**config.mk**
```make
export PLATFORM = sky130hd
export DESIGN_NAME = poh_src_sel
export DESIGN_NICKNAME = d
export VERILOG_FILES = /design/src/rtl/poh_src_sel.sv
export SDC_FILE = /design/constraint.sdc
export NUM_CORES = 1
export LEC_CHECK = 0
export BUFFER_PORTS_ARGS = -buffer_cell sky130_fd_sc_hd__buf_2
export CAP_MARGIN = 10
export CORE_ASPECT_RATIO = 1.1
export CORE_MARGIN = 4
export CORE_UTILIZATION = 40
export CTS_CLUSTER_DIAMETER = 100
export CTS_CLUSTER_SIZE = 14
export DETAILED_ROUTE_END_ITERATION = 8
export PLACE_DENSITY = 0.59
export SETUP_SLACK_MARGIN = 0.4
export SLEW_MARGIN = 25
export SYNTH_ARGS = -nofsm -noshare
export SYNTH_HDL_FRONTEND = slang
export SYNTH_SLANG_ARGS = --single-unit
```
**constraint.sdc**
```tcl
create_clock -name clk -period 1.8 [get_ports clk]
set_clock_uncertainty 0.1 [all_clocks]
set_input_delay 0.36 -clock clk [delete_from_list [all_inputs] [get_ports clk]]
set_output_delay 0.36 -clock clk [all_outputs]
set_load 0.03 [all_outputs]
```
**src/rtl/poh_src_sel.sv**
```systemverilog
module poh_src_sel #(
  parameter int BW              = 8,
  parameter int POH_BYTES       = 9,
  parameter int K3_POS          = 7,
  parameter int N1_POS          = 8,
  parameter bit FALLBACK_SERIAL = 1'b0
) (
  input  logic          clk,
  input  logic          rst_n,
  input  logic          add_drop_mode,
  input  logic [4:0]    src_cfg,
  input  logic [BW-1:0] k3_reg,
  input  logic [BW-1:0] bus_k3,
  input  logic [BW-1:0] bus_n1,
  input  logic [BW-1:0] bus_f2,
  input  logic [BW-1:0] bus_f3,
  input  logic          spoh_en,
  input  logic          spoh_fp,
  input  logic          spoh_bit,
  input  logic [1:0]    ow_en,
  input  logic [1:0]    ow_sync,
  input  logic [1:0]    ow_bit,
  input  logic          frame_tick,
  output logic [BW-1:0] k3_out,
  output logic [BW-1:0] n1_out,
  output logic [BW-1:0] f2_out,
  output logic [BW-1:0] f3_out,
  output logic          out_valid
);
  localparam int IW   = $clog2(POH_BYTES + 1);
  localparam int CW   = $clog2(BW);
  localparam int NOW  = 2;

  // serial path overhead deserialiser
  logic          sp_lock;
  logic [IW-1:0] sp_idx;
  logic [CW-1:0] sp_cnt;
  logic [BW-1:0] sp_sh, k3_ser, n1_ser;
  wire  [BW-1:0] sp_byte = {sp_sh[BW-2:0], spoh_bit};

  always_ff @(posedge clk) begin
    if (!rst_n) begin
      sp_lock <= 1'b0;
      sp_idx  <= '0;
      sp_cnt  <= '0;
      sp_sh   <= '0;
      k3_ser  <= '0;
      n1_ser  <= '0;
    end else if (spoh_en) begin
      if (spoh_fp) begin
        sp_lock <= 1'b1;
        sp_idx  <= '0;
        sp_cnt  <= CW'(1);
        sp_sh   <= {{(BW-1){1'b0}}, spoh_bit};
      end else if (sp_lock) begin
        sp_sh <= sp_byte;
        if (sp_cnt == CW'(BW-1)) begin
          sp_cnt <= '0;
          sp_idx <= sp_idx + IW'(1);
          if (sp_idx == IW'(K3_POS)) k3_ser <= sp_byte;
          if (sp_idx == IW'(N1_POS)) n1_ser <= sp_byte;
          if (sp_idx == IW'(POH_BYTES-1)) sp_lock <= 1'b0;
        end else begin
          sp_cnt <= sp_cnt + CW'(1);
        end
      end
    end
  end

  // 64 kbit/s order-wire deserialisers, line 0 -> F2, line 1 -> F3
  logic [NOW*BW-1:0] ow_held;

  for (genvar i = 0; i < NOW; i++) begin : g_ow
    logic          act;
    logic [CW-1:0] cnt;
    logic [BW-1:0] sh, held;
    wire  [BW-1:0] nb = {sh[BW-2:0], ow_bit[i]};

    always_ff @(posedge clk) begin
      if (!rst_n) begin
        act  <= 1'b0;
        cnt  <= '0;
        sh   <= '0;
        held <= '0;
      end else if (ow_en[i]) begin
        if (ow_sync[i]) begin
          act <= 1'b1;
          cnt <= CW'(1);
          sh  <= {{(BW-1){1'b0}}, ow_bit[i]};
        end else if (act) begin
          sh <= nb;
          if (cnt == CW'(BW-1)) begin
            held <= nb;
            act  <= 1'b0;
            cnt  <= '0;
          end else begin
            cnt <= cnt + CW'(1);
          end
        end
      end
    end

    assign ow_held[i*BW +: BW] = held;
  end

  // source selection
  wire [BW-1:0] ow0 = ow_held[0 +: BW];
  wire [BW-1:0] ow1 = ow_held[BW +: BW];

  wire [BW-1:0] k3_bus = add_drop_mode ? bus_k3 : (FALLBACK_SERIAL ? k3_ser : '0);
  wire [BW-1:0] n1_bus = add_drop_mode ? bus_n1 : (FALLBACK_SERIAL ? n1_ser : '0);
  wire [BW-1:0] f2_bus = add_drop_mode ? bus_f2 : (FALLBACK_SERIAL ? ow0 : '0);
  wire [BW-1:0] f3_bus = add_drop_mode ? bus_f3 : (FALLBACK_SERIAL ? ow1 : '0);

  logic [BW-1:0] k3_nx;
  always_comb begin
    case (src_cfg[1:0])
      2'b00:   k3_nx = k3_bus;
      2'b01:   k3_nx = k3_ser;
      default: k3_nx = k3_reg;
    endcase
  end

  wire [BW-1:0] n1_nx = src_cfg[2] ? n1_ser : n1_bus;
  wire [BW-1:0] f2_nx = src_cfg[3] ? ow0    : f2_bus;
  wire [BW-1:0] f3_nx = src_cfg[4] ? ow1    : f3_bus;

  always_ff @(posedge clk) begin
    if (!rst_n) begin
      k3_out    <= '0;
      n1_out    <= '0;
      f2_out    <= '0;
      f3_out    <= '0;
      out_valid <= 1'b0;
    end else begin
      out_valid <= frame_tick;
      if (frame_tick) begin
        k3_out <= k3_nx;
        n1_out <= n1_nx;
        f2_out <= f2_nx;
        f3_out <= f3_nx;
      end
    end
  end
endmodule


```
==> out/qor.yml <==
outcome:
  status: "completed"
cells_and_area:
  nets: 627
  n_antenna_cell: 0
  final_cell_mix: "dfxtp_1, buf_2, nor2_1"
  final_cells: 709
  layout_commonest_cell: "dfxtp_1"
  fin_area_um2: 5550
  final_layout_size_suffix_gt1_share_pct: 36.2
  area_growth_pct: 30.7
pwr:
  p_seq_share_pct: 49.9
  pwr-share-clk_pct: 40.0
  p_sw_share_pct: 25.0
  finalPower_mw: 4.72
  p_sw_mw: 1.18
  p_leak_nw: 2.11
  p_int_mw: 3.55
  p_per_area_nw_per_um2: 852
  ir_worst_vdd_v: 0.000409
  p_comb_share_pct: 10.1
clock_network:
  cts_tree: "yes"
  htreeDepth: 3
  cts_hold_buffers: 0
  insertion_delay_ns: 0.34
  path_clk_slew_ns: 0.07
  clockBufferDepth: 2
  cts_made_buffers: 9
  root_buffer: "clkbuf_16"
  clock-sinks: 102
timing:
  hold_violations: 0
  tns_ns: 0
  fmax_ghz: 0.660
  setup_violations: 0
  rsz0062_at_grt: "yes"
  worst_pin_slew_ns: 0.414
  timing.final.crit_share_pct: 84.2
  slew_headroom_pct: 72.4
  timing.final.max_slew_violations: 0
  final.min_clock_period_ns: 1.51
yosys:
  synth-seq-area-share_pct: 48.1
  netlist.area_leader.share_pct: 48.1
  syn_avg_cell_area_um2: 8.84
  syn_inst: 480
  netlist_top_cells_area: "dfxtp_1, a22oi_1, a21oi_1"
  synth_top_cell_by_area: "dfxtp_1"
  ys_ff_latch: 102
  ys_warn_count: 0
  syn-num-nets: 546
  synth_area_um2: 4250
  yosysUniqueCellTypes: 35
routing:
  wire_per_inst_um: 15.0
  wl_met3_um: 494
  drt-vias-per-instance: 5.34
  dr_wl_met2_mm: 4.64
  wl_met1_mm: 5.27
  first_pass_iters: 4
  wirelength_mm: 10.6
  via_count: 3786
  drc_errors: 0
  top_layer: "met4"
  drtIter0Drc: 257
  ant_nets: 0
global_routing:
  grt_max_degree: 66
  grt_pass1_wl_mm: 17.0
  grt_pass1_vias: 3373
  track_usage_pct: 17.1
  antenna_found_initial: 0
  grt_overflow: 0
floorplan:
  dieArea_um2: 12300
  fp-row-count: 39
  io_pins: 91
  start_util_pct: 40.8
  dieHeight_um: 116
  core_area_um2: 10400
  die_x_um: 106
placed_design:
  io_buffers: 90
  hpwl_mm: 7.02
  gp_congestion: 0.760
  dp.cells: 678
  dpl_cell_area_um2: 4810
worst_setup_path:
  criticalPathCategory: "flop to flop"
  cp.required_ns: 1.95
  cp-end-kind: "flop"
  cp_data_arrival_time_ns: 1.67
  crit_fanout: 6
  startpoint_type: "flop"
min_path:
  worstHoldPathType: "primary input to flop"
flow_run:
  max_cap_viol_count: 0
## registers in the layout, indices dropped and copies added (netlist names)
signal	count
g_ow.held	16
k3_ser	8
g_ow.sh	14
sp_lock	1
sp_sh	7
out_valid	1
f3_out	8
f2_out	8
n1_ser	8
g_ow.cnt	6
k3_out	8
sp_cnt	3
n1_out	8
g_ow.act	2
sp_idx	4
## worst paths after layout
path / endpoint / cells after the start / slack (ns) / from
worst max-delay path: sp_idx[3]$_SDFFE_PN0P_ / 5 / 0.29 / sp_cnt[0]$_SDFFE_PN0P_
worst min-delay path: out_valid$_SDFF_PN0_ / 2 / 0.16 / rst_n
worst max register to register: sp_idx[3]$_SDFFE_PN0P_ / 5 / 0.29 / sp_cnt[0]$_SDFFE_PN0P_
worst min register to register: g_ow[1].held[3]$_SDFFE_PN0P_ / 2 / 0.36 / g_ow[1].held[3]$_SDFFE_PN0P_
## area by class of cell
class / instances / area (µm²)
clock buffer: 12 / 267
clock inverter: 4 / 30.0
fill: 943 / 4850
inverter: 6 / 22.5
multi-input combinational: 334 / 2340
sequential: 102 / 2050
tap: 143 / 179
timing repair buffer: 108 / 657
## Yosys cell counts
| library cell | count |
|---|---|
| nand2_1 | 47 |
| and4b_2 | 1 |
| a22oi_1 | 45 |
| a32oi_1 | 1 |
| a211oi_1 | 22 |
| nor2_1 | 54 |
| a311oi_1 | 5 |
| and3b_1 | 11 |
| buf_1 | 1 |
| inv_1 | 6 |
| and2_1 | 1 |
| a21oi_1 | 48 |
| nand3b_1 | 5 |
| o21ai_1 | 1 |
| buf_6 | 1 |
| o21ai_4 | 1 |
| a21o_1 | 8 |
| nand4b_1 | 4 |
| o221ai_1 | 8 |
| clkbuf_1 | 24 |
| or4b_1 | 1 |
| nand2b_1 | 9 |
| and4b_1 | 3 |
| nand3_1 | 17 |
| buf_2 | 11 |
| ha_1 | 8 |
| o21ai_0 | 20 |
| buf_4 | 2 |
| a41oi_1 | 1 |
| dfxtp_1 | 102 |
| and3b_2 | 1 |
| o21ai_2 | 2 |
| and2b_1 | 3 |
| mux2i_1 | 3 |
| nor3b_1 | 3 |
## logic make-up (layout without fill, tap and decap cells)
logic type / count (synthesis) / in the layout / synth area share, %
DFF: 102 / 102 / 48.1
and+or+nand+nor: 160 / 161 / 18.9
muxes: 3 / 3 / 0.707
buffers and inverters: 45 / 130 / 4.66
AOI/OAI and AO/OA: 162 / 162 / 25.3
adders and majority gates: 8 / 8 / 2.36
## critical path, stage by stage, from the launching register on
cell and delay (ns):
dfxtp_2 0.35, ha_4 0.14, ha_4 0.15, and4b_4 0.30, a41oi_2 0.13, a311oi_2 0.25
## per-stage QoR
step | utilization, % | setup WS [ns] | hold slack (ns)
floorplan | - | 0.395 | 0.332
global placement | 46.3 | 0.268 | 0.341
detailed placement | 46.3 | 0.220 | 0.348
CTS | 50.3 | 0.322 | 0.142
global route | 53.4 | 0.209 | 0.156
finish | 53.4 | 0.285 | 0.157
## power by group through the flow
| stage | registers [mW] | logic (mW) | clock network, mW |
|---|---|---|---|
| floorplan | 2.48 | 0.220 | 0 |
| global placement | 2.40 | 0.458 | 0 |
| detailed placement | 2.41 | 0.463 | 0 |
| CTS | 2.35 | 0.472 | 1.94 |
| global route | 2.36 | 0.523 | 2.04 |
| finish | 2.36 | 0.478 | 1.89 |
## routing by layer
layer  global-route usage [%]  vias to the layer above
met3                     3.01                       15
met2                     25.2                       91
li1                         -                     1918
met5                        0                        -
met4                     7.60                        0
met1                     24.3                     1762
## repair_timing
item / in CTS / in global routing
setup buffers: 9 / 5
gates resized for setup: 12 / 85
endpoints found under the hold margin: 0 / 0
endpoints found under the setup margin: 38 / 40
pin swaps: 3 / 37
cloned: 1 / 0
No activity file was read; power rests on OpenSTA's default activity.
